### src/rtl/nfc_pkg.sv
package nfc_pkg;
  typedef enum logic [2:0] {
    S_IDLE, S_CMD1, S_ADDR, S_DATA, S_CMD2, S_TWB, S_WAITRDY
  } seq_state_t;

  localparam logic [2:0] RI_OP     = 3'd0;
  localparam logic [2:0] RI_FOLLOW = 3'd1;
  localparam logic [2:0] RI_LEN    = 3'd2;
  localparam logic [2:0] RI_COL    = 3'd3;
  localparam logic [2:0] RI_ROW    = 3'd4;
  localparam logic [2:0] RI_STATUS = 3'd5;
  localparam logic [2:0] RI_IRQ    = 3'd6;
  localparam logic [2:0] RI_SRST   = 3'd7;

  localparam int OP_GO    = 31;
  localparam int OP_APRES = 30;
  localparam int OP_RD    = 26;
  localparam int OP_WR    = 25;
  localparam int OP_CESEL = 19;
  localparam int FOL_EN   = 8;
  localparam int ST_BUSY  = 31;
  localparam int ST_RDY   = 30;
  localparam int IRQ_DONE = 31;
endpackage

### src/rtl/nfc_buf.sv
module nfc_buf #(
  parameter int DEPTH = 32,
  localparam int AW = $clog2(DEPTH)
) (
  input  logic          clk,
  input  logic          we,
  input  logic [AW-1:0] wa,
  input  logic [7:0]    wd,
  input  logic [AW-1:0] ra,
  output logic [7:0]    q
);
  logic [7:0] mem [DEPTH];

  always_ff @(posedge clk) begin
    if (we) mem[wa] <= wd;
    q <= mem[ra];
  end
endmodule

### src/rtl/nfc_regs.sv
module nfc_regs
  import nfc_pkg::*;
#(
  parameter int ADDR_W = 6,
  parameter int BUF_AW = 5
) (
  input  logic              clk,
  input  logic              rst,
  input  logic [ADDR_W-1:0] bus_addr,
  input  logic [31:0]       bus_wdata,
  input  logic              bus_we,
  input  logic              seq_busy,
  input  logic              seq_done,
  input  logic              rb_s,
  input  logic [7:0]        mem_q,
  output logic [31:0]       op_q,
  output logic [8:0]        follow_q,
  output logic [31:0]       len_q,
  output logic [15:0]       col_q,
  output logic [23:0]       row_q,
  output logic              go_q,
  output logic              srst_q,
  output logic              done_q,
  output logic [31:0]       bus_rdata,
  output logic              bb_we,
  output logic [BUF_AW-1:0] bb_idx,
  output logic [7:0]        bb_wd
);
  logic        win_buf;
  logic [2:0]  idx;
  logic        reg_we;
  logic        w1c;
  logic [31:0] reg_rd;
  logic [31:0] rd_q;
  logic        sel_buf_q;

  assign win_buf = bus_addr[ADDR_W-1];
  assign idx     = bus_addr[2:0];
  assign reg_we  = bus_we && !win_buf;
  assign w1c     = reg_we && (idx == RI_IRQ) && bus_wdata[IRQ_DONE];

  // Buffer writes from the bus only while the engine is idle
  assign bb_we  = bus_we && win_buf && !seq_busy;
  assign bb_idx = bus_addr[BUF_AW-1:0];
  assign bb_wd  = bus_wdata[7:0];

  always_comb begin
    reg_rd = '0;
    case (idx)
      RI_OP:     reg_rd = {1'b0, op_q[30:0]};
      RI_FOLLOW: reg_rd = {23'd0, follow_q};
      RI_LEN:    reg_rd = len_q;
      RI_COL:    reg_rd = {16'd0, col_q};
      RI_ROW:    reg_rd = {8'd0, row_q};
      RI_STATUS: begin
        reg_rd[ST_BUSY] = seq_busy;
        reg_rd[ST_RDY]  = rb_s;
      end
      RI_IRQ:    reg_rd[IRQ_DONE] = done_q;
      default:   reg_rd = {31'd0, srst_q};
    endcase
  end

  always_ff @(posedge clk) begin
    if (rst) begin
      op_q      <= '0;
      follow_q  <= '0;
      len_q     <= '0;
      col_q     <= '0;
      row_q     <= '0;
      go_q      <= 1'b0;
      srst_q    <= 1'b0;
      done_q    <= 1'b0;
      rd_q      <= '0;
      sel_buf_q <= 1'b0;
    end else begin
      go_q <= 1'b0;
      if (reg_we) begin
        case (idx)
          RI_OP: begin
            op_q <= bus_wdata;
            go_q <= bus_wdata[OP_GO];
          end
          RI_FOLLOW: follow_q <= bus_wdata[8:0];
          RI_LEN:    len_q    <= bus_wdata;
          RI_COL:    col_q    <= bus_wdata[15:0];
          RI_ROW:    row_q    <= bus_wdata[23:0];
          RI_SRST:   srst_q   <= bus_wdata[0];
          default: ;
        endcase
      end
      if (srst_q)        done_q <= 1'b0;
      else if (seq_done) done_q <= 1'b1;
      else if (w1c)      done_q <= 1'b0;
      rd_q      <= reg_rd;
      sel_buf_q <= win_buf;
    end
  end

  assign bus_rdata = sel_buf_q ? {24'd0, mem_q} : rd_q;

  AST_W1C_CLEARS: assert property (@(posedge clk) disable iff (rst)
    (w1c && !seq_done && !srst_q) |=> !done_q);
  AST_W0_KEEPS: assert property (@(posedge clk) disable iff (rst)
    (done_q && !w1c && !srst_q) |=> done_q);
endmodule

### src/rtl/nfc_seq.sv
module nfc_seq
  import nfc_pkg::*;
#(
  parameter int CYC_LO = 2,
  parameter int CYC_HI = 2,
  parameter int TWB    = 8,
  parameter int BUF_AW = 5,
  localparam int CYC_TOT = CYC_LO + CYC_HI,
  localparam int CW = $clog2(CYC_TOT + 1),
  localparam int WW = $clog2(TWB + 1)
) (
  input  logic              clk,
  input  logic              rst,
  input  logic              srst,
  input  logic              go,
  input  logic [7:0]        op_cmd,
  input  logic              op_apres,
  input  logic [2:0]        op_ncode,
  input  logic              op_rd,
  input  logic              op_wr,
  input  logic              op_ce,
  input  logic [8:0]        follow,
  input  logic [31:0]       len,
  input  logic [15:0]       col,
  input  logic [23:0]       row,
  input  logic              rb,
  input  logic [7:0]        dq_i,
  input  logic [7:0]        mem_q,
  output logic              busy,
  output logic              done_p,
  output logic              rb_s,
  output logic [1:0]        ce_n,
  output logic              cle,
  output logic              ale,
  output logic              we_n,
  output logic              re_n,
  output logic              dq_oe,
  output logic [7:0]        dq_o,
  output logic              buf_we,
  output logic [BUF_AW-1:0] buf_idx,
  output logic [7:0]        buf_wd
);
  seq_state_t  st, after_cmd1, after_addr, after_data;
  logic [CW-1:0] ccnt;
  logic [WW-1:0] wcnt;
  logic [31:0] bcnt;
  logic [7:0]  cmd1_q, cmd2_q;
  logic        cmd2_en_q, rd_q, wr_q, ce_q;
  logic [3:0]  nadr_q;
  logic [31:0] len_q;
  logic [63:0] adr_q;
  logic        rb_m;
  logic        cyc_end, strobe, wr_act, has_data;

  assign cyc_end  = (ccnt == CW'(CYC_TOT - 1));
  assign strobe   = (ccnt < CW'(CYC_LO));
  assign has_data = (rd_q || wr_q) && (len_q != 32'd0);
  assign busy     = (st != S_IDLE);

  assign after_data = cmd2_en_q ? S_CMD2 : S_TWB;
  assign after_addr = has_data ? S_DATA : after_data;
  assign after_cmd1 = (nadr_q != 4'd0) ? S_ADDR : after_addr;

  always_ff @(posedge clk) begin
    if (rst) begin
      rb_m <= 1'b0;
      rb_s <= 1'b0;
    end else begin
      rb_m <= rb;
      rb_s <= rb_m;
    end
  end

  always_ff @(posedge clk) begin
    if (rst) begin
      cmd1_q <= '0; cmd2_q <= '0; cmd2_en_q <= 1'b0;
      rd_q <= 1'b0; wr_q <= 1'b0; ce_q <= 1'b0;
      nadr_q <= '0; len_q <= '0; adr_q <= '0;
    end else if (go && st == S_IDLE && !srst) begin
      cmd1_q    <= op_cmd;
      cmd2_q    <= follow[7:0];
      cmd2_en_q <= follow[FOL_EN];
      rd_q      <= op_rd;
      wr_q      <= op_wr;
      ce_q      <= op_ce;
      nadr_q    <= op_apres ? ({1'b0, op_ncode} + 4'd1) : 4'd0;
      len_q     <= len;
      adr_q     <= {24'd0, row, col};
    end
  end

  always_ff @(posedge clk) begin
    if (rst || srst) begin
      st     <= S_IDLE;
      ccnt   <= '0;
      bcnt   <= '0;
      wcnt   <= '0;
      done_p <= 1'b0;
    end else begin
      done_p <= 1'b0;
      if (st != S_TWB) wcnt <= '0;
      case (st)
        S_IDLE: begin
          ccnt <= '0;
          bcnt <= '0;
          if (go) st <= S_CMD1;
        end
        S_CMD1: begin
          if (cyc_end) begin
            ccnt <= '0;
            st   <= after_cmd1;
          end else ccnt <= ccnt + 1'b1;
        end
        S_ADDR: begin
          if (cyc_end) begin
            ccnt <= '0;
            if (bcnt == 32'(nadr_q) - 32'd1) begin
              bcnt <= '0;
              st   <= after_addr;
            end else bcnt <= bcnt + 32'd1;
          end else ccnt <= ccnt + 1'b1;
        end
        S_DATA: begin
          if (cyc_end) begin
            ccnt <= '0;
            if (bcnt == len_q - 32'd1) begin
              bcnt <= '0;
              st   <= after_data;
            end else bcnt <= bcnt + 32'd1;
          end else ccnt <= ccnt + 1'b1;
        end
        S_CMD2: begin
          if (cyc_end) begin
            ccnt <= '0;
            st   <= S_TWB;
          end else ccnt <= ccnt + 1'b1;
        end
        S_TWB: begin
          if (wcnt == WW'(TWB - 1)) st <= S_WAITRDY;
          else wcnt <= wcnt + 1'b1;
        end
        S_WAITRDY: begin
          if (rb_s) begin
            done_p <= 1'b1;
            st     <= S_IDLE;
          end
        end
        default: st <= S_IDLE;
      endcase
    end
  end

  // Pin values, registered once more at the top level
  assign wr_act = (st == S_CMD1) || (st == S_ADDR) || (st == S_CMD2) ||
                  ((st == S_DATA) && !rd_q);
  assign we_n   = !(wr_act && strobe);
  assign re_n   = !((st == S_DATA) && rd_q && strobe);
  assign cle    = (st == S_CMD1) || (st == S_CMD2);
  assign ale    = (st == S_ADDR);
  assign dq_oe  = wr_act;
  assign ce_n   = busy ? (ce_q ? 2'b01 : 2'b10) : 2'b11;

  always_comb begin
    case (st)
      S_CMD1:  dq_o = cmd1_q;
      S_CMD2:  dq_o = cmd2_q;
      S_ADDR:  dq_o = adr_q[{bcnt[2:0], 3'b000} +: 8];
      S_DATA:  dq_o = mem_q;
      default: dq_o = 8'h00;
    endcase
  end

  // Read byte is captured on the first high clock, while the pin is still low
  assign buf_we  = (st == S_DATA) && rd_q && (ccnt == CW'(CYC_LO));
  assign buf_idx = bcnt[BUF_AW-1:0];
  assign buf_wd  = dq_i;

  AST_IGNORE_WHILE_BUSY: assert property (@(posedge clk) disable iff (rst)
    (go && busy) |=> ($stable(cmd1_q) && $stable(len_q) && $stable(nadr_q)));
  AST_TWB_ELAPSED: assert property (@(posedge clk) disable iff (rst || srst)
    (st == S_TWB && $past(st) != S_TWB) |=> (st == S_TWB || wcnt == WW'(TWB - 1)));
  AST_DONE_AFTER_READY: assert property (@(posedge clk) disable iff (rst)
    done_p |-> ($past(st) == S_WAITRDY && $past(rb_s)));
  AST_CAPTURE_ONLY_READ: assert property (@(posedge clk) disable iff (rst)
    buf_we |-> (rd_q && $past(!re_n)));
endmodule

### src/rtl/nfc_cmd_engine.sv
module nfc_cmd_engine
  import nfc_pkg::*;
#(
  parameter int ADDR_W    = 6,
  parameter int BUF_DEPTH = 32,
  parameter int CYC_LO    = 2,
  parameter int CYC_HI    = 2,
  parameter int TWB       = 8,
  localparam int BUF_AW = $clog2(BUF_DEPTH)
) (
  input  logic              clk,
  input  logic              rst,
  input  logic [ADDR_W-1:0] bus_addr,
  input  logic [31:0]       bus_wdata,
  input  logic              bus_we,
  output logic [31:0]       bus_rdata,
  output logic              irq,
  output logic [1:0]        nf_ce_n,
  output logic              nf_cle,
  output logic              nf_ale,
  output logic              nf_we_n,
  output logic              nf_re_n,
  output logic [7:0]        nf_dq_o,
  output logic              nf_dq_oe,
  input  logic [7:0]        nf_dq_i,
  input  logic              nf_rb
);
  logic [31:0] op_q, len_q;
  logic [8:0]  follow_q;
  logic [15:0] col_q;
  logic [23:0] row_q;
  logic        go_q, srst_q, done_q;
  logic        seq_busy, seq_done, rb_s;
  logic [1:0]  s_ce_n;
  logic        s_cle, s_ale, s_we_n, s_re_n, s_oe;
  logic [7:0]  s_dq;
  logic        s_bwe, b_we;
  logic [BUF_AW-1:0] s_bidx, b_idx, m_wa, m_ra;
  logic [7:0]  s_bwd, b_wd, m_wd, mem_q;

  nfc_regs #(.ADDR_W(ADDR_W), .BUF_AW(BUF_AW)) u_regs (
    .clk, .rst, .bus_addr, .bus_wdata, .bus_we,
    .seq_busy, .seq_done, .rb_s, .mem_q,
    .op_q, .follow_q, .len_q, .col_q, .row_q,
    .go_q, .srst_q, .done_q, .bus_rdata,
    .bb_we(b_we), .bb_idx(b_idx), .bb_wd(b_wd)
  );

  nfc_seq #(.CYC_LO(CYC_LO), .CYC_HI(CYC_HI), .TWB(TWB), .BUF_AW(BUF_AW)) u_seq (
    .clk, .rst, .srst(srst_q), .go(go_q),
    .op_cmd(op_q[7:0]), .op_apres(op_q[OP_APRES]), .op_ncode(op_q[29:27]),
    .op_rd(op_q[OP_RD]), .op_wr(op_q[OP_WR]), .op_ce(op_q[OP_CESEL]),
    .follow(follow_q), .len(len_q), .col(col_q), .row(row_q),
    .rb(nf_rb), .dq_i(nf_dq_i), .mem_q,
    .busy(seq_busy), .done_p(seq_done), .rb_s,
    .ce_n(s_ce_n), .cle(s_cle), .ale(s_ale), .we_n(s_we_n), .re_n(s_re_n),
    .dq_oe(s_oe), .dq_o(s_dq),
    .buf_we(s_bwe), .buf_idx(s_bidx), .buf_wd(s_bwd)
  );

  assign m_wa = s_bwe ? s_bidx : b_idx;
  assign m_wd = s_bwe ? s_bwd : b_wd;
  assign m_ra = seq_busy ? s_bidx : bus_addr[BUF_AW-1:0];

  nfc_buf #(.DEPTH(BUF_DEPTH)) u_buf (
    .clk, .we(s_bwe || b_we), .wa(m_wa), .wd(m_wd), .ra(m_ra), .q(mem_q)
  );

  always_ff @(posedge clk) begin
    if (rst) begin
      nf_ce_n  <= 2'b11;
      nf_cle   <= 1'b0;
      nf_ale   <= 1'b0;
      nf_we_n  <= 1'b1;
      nf_re_n  <= 1'b1;
      nf_dq_o  <= '0;
      nf_dq_oe <= 1'b0;
    end else begin
      nf_ce_n  <= s_ce_n;
      nf_cle   <= s_cle;
      nf_ale   <= s_ale;
      nf_we_n  <= s_we_n;
      nf_re_n  <= s_re_n;
      nf_dq_o  <= s_dq;
      nf_dq_oe <= s_oe;
    end
  end

  assign irq = done_q;

  AST_ONE_STROBE: assert property (@(posedge clk) disable iff (rst)
    !(!nf_we_n && !nf_re_n));
  AST_IDLE_CE_HIGH: assert property (@(posedge clk) disable iff (rst)
    !$past(seq_busy) |-> (nf_ce_n == 2'b11));
  AST_SRST_HOLDS_IDLE: assert property (@(posedge clk) disable iff (rst)
    srst_q |=> (!seq_busy && !done_q));
  AST_CE_ONE_HOT: assert property (@(posedge clk) disable iff (rst)
    $onehot0(~nf_ce_n));
endmodule

### config.mk
export PLATFORM = sky130hd
export DESIGN_NAME = nfc_cmd_engine
export DESIGN_NICKNAME = d
export VERILOG_FILES = /design/src/rtl/nfc_pkg.sv /design/src/rtl/nfc_buf.sv /design/src/rtl/nfc_regs.sv /design/src/rtl/nfc_seq.sv /design/src/rtl/nfc_cmd_engine.sv
export SDC_FILE = /design/constraint.sdc
export NUM_CORES = 1
export LEC_CHECK = 0
export ABC_AREA = 1
export BUFFER_PORTS_ARGS = -buffer_cell sky130_fd_sc_hd__buf_2
export CAP_MARGIN = 30
export CORE_MARGIN = 5
export CORE_UTILIZATION = 55
export CTS_CLUSTER_DIAMETER = 80
export CTS_CLUSTER_SIZE = 25
export DETAILED_ROUTE_END_ITERATION = 16
export GPL_TIMING_DRIVEN = 0
export PLACE_DENSITY_LB_ADDON = 0.08
export SYNTH_ARGS = -nofsm -noshare
export SYNTH_HDL_FRONTEND = slang
export SYNTH_HIERARCHICAL = 1
export SYNTH_SLANG_ARGS = --single-unit
### constraint.sdc
create_clock -name clk -period 6.47 [get_ports clk]
set_input_delay 0.3235 -clock clk [delete_from_list [all_inputs] [get_ports clk]]
set_output_delay 0.3235 -clock clk [all_outputs]
set_load 0.02 [all_outputs]
# After elaboration in Yosys (flattened, before gate mapping)
# Memory sizes are Yosys's and may differ from the RTL's. A register that Yosys moved wholly into a read port is not among the register bits.
# Cells that the tools add are included.
# W data, S select, Z words.
# totals
memories	1
output_inout_bits	48
mem_bits_rw	256
reg_bits	304
# op_classes
reduce_logical	48
order_cmp	1
n_eq_ne	28
add_sub_neg	6
n_bitwise	4
shift	1
muxes	38
# mem_list
name	words	width	rd	rd_ports_with_merged_regs	wr	line_no	source
u_buf.mem	32	8	1	1	1	nfc_buf.sv:12	logic [7:0] mem [DEPTH];
# ops
operator	count
$pmux W30 S6	1
$mux W32	5
$pmux W32 S3	1
$eq A32 B32 Y1	2
$shiftx A64 B7 Y8	1
$mux W3	12
$add A32 B1 Y32 const B	1
$pmux W8 S4	1
$reduce_bool A32 Y1	1
$sub A32 B1 Y32 const B	1
$eq A3 B3 Y1 const B	7
$pmux W3 S7	1
$eq A3 B2 Y1 const B	6
$mux W4	4
$ne A2 B1 Y1 const B	8
$logic_and A1 B1 Y1	13
$reduce_and A2 Y1	6
$mux W5	2
$reduce_and A9 Y1	1
$mux W8	1
$reduce_or A2 Y1	4
$logic_or A1 B1 Y1	7
$eq A3 B1 Y1 const B	2
$logic_not A1 Y1	6
other kinds (20)	32

# Longest topological paths before layout
# Gate-level depths: netlist of run 1.
# logic_depth
word_depth	6
ltp_mapped	19
mapped_depth_nobuf	19

# Modules after synthesis
# Netlist of run 1, hierarchy kept.
# modules_own_cells
mod	n_inst	area_each_um2	seq_area_each_um2	cells_each
nfc_buf	1	10786.6	7847.5	922
nfc_seq	1	8603.3	2822.7	1284
nfc_regs	1	6211.0	2982.9	871
nfc_cmd_engine	1	648.1	300.3	101

# Worst setup path after synthesis of run 1
# Ideal clock, no wire load.
# synth_path
path_kind	register -> register
from	reg u_seq.st[0]
to	mem u_buf.mem[13][0] (enable)
n_path_buf	2
t_arrival_ns	2.468
setup_time_ns	0.370
path_stages_with_launch	13
slack_ns	3.632
t_required_ns	6.100
synth_period_minus_slack_ns	2.838
path_cell_list	dfxtp_1 inv_1 nor3_1 clkbuf_1 nand3_1 nor2_1 inv_2 buf_6 nand2_1 nand2_1 inv_1 nand3_1 nor2_1
# synth_via
elab_cells_between_ends	10
cone_classes	eq/ne (1); mux (3); reduce/logical (6)
# synth_lines
item	line_no	source
start: declaration	nfc_seq.sv:43	seq_state_t st, after_cmd1, after_addr, after_data;
start signal: assignment	nfc_seq.sv:111	st <= after_cmd1;
start signal: assignment	nfc_seq.sv:119	st <= after_addr;
start signal: assignment	nfc_seq.sv:128	st <= after_data;
$eq A3 B2 Y1	nfc_seq.sv:174	assign buf_we = (st == S_DATA) && rd_q && (ccnt == CW'(CYC_LO));
$logic_and A1 B1 Y1 (2 in a row)	nfc_seq.sv:174	
via s_bwe	nfc_cmd_engine.sv:37	logic s_bwe, b_we;
$mux W5	nfc_cmd_engine.sv:61	assign m_wa = s_bwe ? s_bidx : b_idx;
via m_wa[1]	nfc_cmd_engine.sv:38	logic [BUF_AW-1:0] s_bidx, b_idx, m_wa, m_ra;
end: declaration	nfc_buf.sv:12	
# The timed path passes the listed nets, and every way through them passes these cells.

# Worst setup path after layout of run 1
# layout_path
from	reg u_seq.st[0]
to	mem u_buf.mem[0][4] (enable)
# Same word-level chain as after synthesis.

==> results of run 1 <==
==> worst paths after layout <==
check | depth (start not counted) | to | start
worst min-delay path | 3 | u_regs/len_q[11] | bus_wdata[11]
worst max register to register | 12 | u_buf/mem[0][4] | u_seq/st[0]
worst min register to register | 2 | u_seq/rb_s | u_seq/rb_m
worst max-delay path | 12 | u_buf/mem[0][4] | u_seq/st[0]
==> per-layer routing <==
layer | up-vias | global-route usage, %
met2 | 1056 | 45.0
met4 | 2 | 7.56
met5 | - | 0
met1 | 10600 | 44.4
li1 | 10600 | -
met3 | 126 | 4.53
==> where the power goes <==
part | internal [mW] | switching (mW) | leakage [nW]
Clock | 1.00 | 1.25 | 0.501
Combinational | 0.542 | 1.23 | 6.61
Sequential | 3.82 | 0.0646 | 4.82
==> repair_timing <==
| item | CTS | global route |
|---|---|---|
| setup endpoints to repair | 0 | 0 |
| setup buffers | 0 | 0 |
| hold buffers | 23 | 0 |
| endpoints found under the hold margin | 53 | 0 |
==> state kept, by name, summed over array words and instances, names as in the netlist, 2 cells and up <==
| register | flops |
|---|---|
| nf_ce_n | 2 |
| nf_dq_o | 8 |
| u_buf/mem | 256 |
| u_buf/q | 8 |
| u_regs/col_q | 16 |
| u_regs/follow_q | 9 |
| u_regs/len_q | 32 |
| u_regs/op_q | 31 |
| u_regs/rd_q | 32 |
| u_regs/row_q | 24 |
| u_seq/adr_q | 40 |
| u_seq/bcnt | 32 |
| u_seq/ccnt | 3 |
| u_seq/cmd1_q | 8 |
| u_seq/cmd2_q | 8 |
| u_seq/len_q | 32 |
| u_seq/nadr_q | 4 |
| u_seq/st | 3 |
| u_seq/wcnt | 4 |
==> cells in the final DEF, fill, tap and decap left out, types with 8 or more instances in the layout <==
cell type and count:
nand2_1 772, nor2_1 566, dfxtp_1 312, nand3_1 270, edfxtp_1 256, o21ai_0 207, inv_1 184, buf_2 133
clkbuf_1 77, a21oi_1 55, buf_4 42, o21ai_1 40, nand4_1 40, xor2_1 40, nand3_2 32, clkbuf_16 31
buf_6 30, a21oi_2 27, dlygate4sd3_1 23, xnor2_1 23, nor3_1 18, inv_2 17, nand2_2 12, buf_1 11
nor2_2 10, nand3b_1 10, o22ai_1 9, or2_2 8, mux2_2 8, nor2_4 8, nor4_1 8, ha_1 8
==> final cells by class <==
| type | instances | area (um2) |
|---|---|---|
| Fill cell | 4313 | 18500 |
| Sequential cell | 568 | 13900 |
| Multi-Input combinational cell | 2200 | 10300 |
| Buffer | 200 | 1230 |
| Timing Repair Buffer | 121 | 895 |
| Clock buffer | 39 | 816 |
| Inverter | 207 | 785 |
| Tap cell | 615 | 769 |
| Clock inverter | 16 | 216 |
==> per-stage QoR <==
step	utilization, %	power (mW)
floorplan	-	5.08
global placement	57.8	5.63
detailed placement	58.3	5.68
CTS	60.9	7.89
global route	60.9	8.24
finish	60.9	7.91
==> critical path, delay by kind of cell (launching register included) <==
family	cells	cell delay [ps]
buffers and inverters	5	970
flip-flops	1	390
AND/OR/NAND/NOR	7	2380
==> summary.txt, run 1 <==
Floorplan
  – Die height: 228 um
  – Die Area: 0.0521 mm2
  – FP Rows: 80
  – Core ar.: 0.0474 mm2
  – Die W: 228 um
  – Starting Density: 55.3%
  – I/O pin count: 98

Global routing
  – GRT overflow: 0
  – Initial antenna violation count: 3
  – Pin count of the biggest net entering global routing: 27
  – Vias in the first global route: 20500
  – GRT Resource Usage Total: 29.5%
  – First-pass GRT wire length: 121 mm

Route
  – Pre-Repair DR Iteration Count: 6
  – Routed WL: 80.1 mm
  – Vias: 22500
  – Met1 wire length: 35.1 mm
  – # DRC: 0
  – Uppermost routed layer: met5
  – Vias/cell: 5.66
  – Routed met2 length: 35.1 mm
  – Initial DRC count: 2554
  – Antenna-violating nets left: 0
  – Met3 WL: 7.75 mm
  – Wire per inst: 20.2 um

Worst setup path
  – CP startpoint kind: flop
  – Req. time, crit path: 6710 ps
  – Worst setup EP type: flop
  – Max incr delay on CP: 850 ps
  – Critical path class: flop to flop
  – Max FO, Critical Path: 10
  – Cell Chain, Critical Path: inv_1, nor3_1, clkbuf_1, nand3_1, nor2_1, inv_2, buf_6, nand2_1, nand2_1, inv_1, nand3_1, nor2_1
  – Reg2reg setup slack: 2340 ps
  – Arr. time, crit path: 4370 ps
  – Slowest-stage cell, CP: nor2_1

Timing
  – Relative slew slack: 39.2%
  – Max-slew violation count: 0
  – Worst slew pin tran: 908 ps
  – TNS Setup: 0 ps
  – Hold_ws: 13.5 ps
  – Final Hold Viols: 0
  – Fmax: 242 MHz
  – Setup violations, final: 0
  – Clock skew: 35.4 ps
  – RSZ-0062 raised after global routing: false
  – Setup WS post-layout: 2340 ps
  – Post-layout min period: 4130 ps
  – Period utilization: 63.9%

Layout
  – Antenna diodes: 0
  – Non-filler cells, final: 3966
  – P&R area growth vs syn: 10.3%
  – Share of cells above drive strength 1: 11.9%
  – Finished layout cell area: 0.0289 mm2
  – Final #Nets: 3387

Power
  – Leakage: 11.9 nW
  – Pwr dens: 274 mW/mm2
  – Peak VDD IR: 0.000222 V

Clock network
  – Cts repair resizes: 0
  – CTS buffer count: 31
  – Clk_lat worst skew: 630 ps
  – Clock tree buffer depth: 3
  – CTS Sinks: 568
  – Clock root cell: clkbuf_16
  – CTS tree: built
  – Clk slew on worst S/H paths: 100 ps
  – CTS H-tree lvls: 1

Synthesis
  – Cell area after synthesis: 0.0262 mm2
  – Post-synthesis cell count: 3175
  – Syn Nets: 3233
  – Synth warn: 6
  – Syn Area/Cell: 8.26 um2

Place
  – Hpwl dp: 60.0 mm
  – Pre-CTS setup slack: 2500 ps
  – Placed cells: 3887
  – Gpl congestion: 0.979
  – Placement Cell Area: 0.0276 mm2
  – PortBufs: 89

Min path
  – HP Class: input port to flop

Run
  – Max Cap Viol: 0

Status
  – Status: finished, final reports clean
Note: power is estimated with default switching activity, not from simulation.
==> run 2, diff against run 1 <==
clock period = 4.03 ns   (was 6.47 ns; I/O delays follow)
==> summary.txt, run 2 (synthesized netlist as in run 1, its figures left out) <==
Status
  – Status: finished, final reports clean

Layout
  – Area occupied by multi-input gates: 0.0104 mm2
  – Most flop-heavy register: u_buf/mem
  – Share of cells above drive strength 1: 12.8%
  – Most frequent cells in the layout: 772 x nand2_1, 538 x nor2_1, 312 x dfxtp_1
  – Total area of sequential cells: 0.0139 mm2
  – Layout filler cell count: 4287
  – P&R area growth vs syn: 11.2%
  – Non-filler cells, final: 3979
  – Top Registers: u_buf/mem (256), u_seq/adr_q (40)
  – Max reg flops: 256
  – Leading cell type in the layout, fill and taps excluded: nand2_1
  – Final #Nets: 3400
  – Antenna diodes: 0

Clock network
  – CTS buffer count: 31
  – CTS tree: built
  – Clk_lat worst skew: 630 ps
  – Clock root cell: clkbuf_16
  – CTS H-tree lvls: 1
  – Clk slew on worst S/H paths: 100 ps
  – CTS Sinks: 568
  – Clock tree buffer depth: 3

Worst setup path
  – Reg2reg setup slack: 180 ps
  – Arr. time, crit path: 4090 ps
  – CP endpoint: u_buf/mem[14][7]
  – Family with the most delay on the worst path: simple AND/OR/NAND/NOR gates
  – Worst r2r src: u_seq/st[0]
  – Critical path class: flop to flop
  – FF-to-FF End: u_buf/mem[14][7]
  – Cell Chain, Critical Path: inv_1, nor3_1, clkbuf_2, nand3_1, nor2_1, inv_2, nand2_1, nand2_1, inv_1, nand3_1, nor2_1
  – CP startpoint kind: flop
  – Req. time, crit path: 4280 ps
  – Number of cells on the critical path: 11
  – Max FO, Critical Path: 10
  – Max incr delay on CP: 800 ps
  – WP buf/inv: 4
  – Worst R2R Path Depth: 11
  – Worst setup EP type: flop
  – Slowest-stage cell, CP: nor2_1
  – Crit path from: u_seq/st[0]

Power
  – Total power: 12.7 mW
  – Leakage: 12.0 nW
  – Peak VDD IR: 0.000356 V
  – Pwr dens: 436 mW/mm2

Place
  – PortBufs: 89
  – Hpwl dp: 60.0 mm
  – Gpl congestion: 0.979
  – Placed cells: 3887

Run
  – Max Cap Viol: 0

Global routing
  – Initial antenna violation count: 3
  – GRT Resource Usage Total: 29.6%
  – Pin count of the biggest net entering global routing: 27
  – First-pass GRT wire length: 121 mm
  – GRT overflow: 0
  – Vias in the first global route: 20600

Route
  – Antenna-violating nets left: 0
  – Pre-Repair DR Iteration Count: 5
  – Initial DRC count: 2474
  – Vias/cell: 5.66
  – Routed WL: 80.4 mm
  – # DRC: 0
  – Wire per inst: 20.2 um
  – Vias: 22500

Timing
  – Final Hold Viols: 0
  – RSZ-0062 raised after global routing: true
  – Period utilization: 95.5%
  – Post-layout min period: 3850 ps
  – Setup violations, final: 0
  – Fmax: 260 MHz
  – Clock skew: 36.3 ps
  – Worst slew pin tran: 899 ps
  – Relative slew slack: 39.8%
  – Max-slew violation count: 0

Floorplan
  – Starting Density: 55.3%
  – I/O pin count: 98
  – Die height: 228 um
  – Core ar.: 0.0474 mm2
  – Die Area: 0.0521 mm2
  – FP Rows: 80
  – Die W: 228 um

Min path
  – HP Class: input port to flop
[run 2: cell types whose count changed in the layout (fill, tap and decap cells not counted), sizes merged]
| cell | before | now |
|---|---|---|
| dlygate4sd3 | 23 | 36 |
[run 2: worst min-delay path by stage]
stage | cells after the start | endpoint | startpoint
2_1_floorplan | 1 | u_seq/rb_m | rst
3_3_place_gp | 2 | u_seq/rb_s | u_seq/rb_m
3_5_place_dp | 2 | u_seq/rb_s | u_seq/rb_m
4_1_cts | 5 | u_regs/rd_q[1] | bus_addr[1]
5_1_grt | 4 | u_regs/srst_q | bus_we
6_report | 5 | u_regs/rd_q[1] | bus_addr[1]
[run 2: power by group]
part	switching, mW	internal [mW]
Combinational	1.99	0.880
Sequential	0.102	6.14
Clock	2.00	1.61
Total	4.09	8.63
[run 2: per-layer routing]
| layer | vias to the layer above | global-route usage (%) | wire, um |
|---|---|---|---|
| met5 | - | 0 | 13 |
| met4 | 2 | 7.41 | 2090 |
| met3 | 119 | 4.56 | 7770 |
| met2 | 1067 | 45.3 | 35300 |
| met1 | 10700 | 44.4 | 35200 |
| li1 | 10700 | - | - |
[run 2: tightest hold or removal path, delay by kind of cell]
kind                   cells  cell delay (ps)
AND/OR/NAND/NOR            4              370
buffers and inverters      1              230
[run 2: stage by stage]
| step | hold slack (ps) | worst slack (ps) | instance area [um2] | utilization (%) | setup TNS, ps |
|---|---|---|---|---|---|
| 2_1_floorplan | 273 | 1190 | 26200 | - | 0 |
| 3_3_place_gp | 401 | 213 | 27400 | 57.8 | 0 |
| 3_5_place_dp | 412 | 64.0 | 27600 | 58.3 | 0 |
| 4_1_cts | 165 | 30.4 | 29000 | 61.2 | 0 |
| 5_1_grt | 222 | -29.6 | 29200 | 61.5 | -155 |
| 6_report | 205 | 183 | 29200 | 61.5 | 0 |
[run 2: timing repair]
item,4_1_cts,5_1_grt
setup buffers,0,0
hold buffers,36,0
resized for setup,0,40
hold endpoints to repair,117,0
setup endpoints to repair,0,248
[run 2: area by class of cell]
type	count	area share, %
repair buffers	134	3.51
clock inverters	16	0.742
multi-input cells	2200	35.6
plain buffers	200	4.23
well taps	615	2.64
clock buffers	39	2.80
inverters	207	2.69
flip-flops and latches	568	47.8
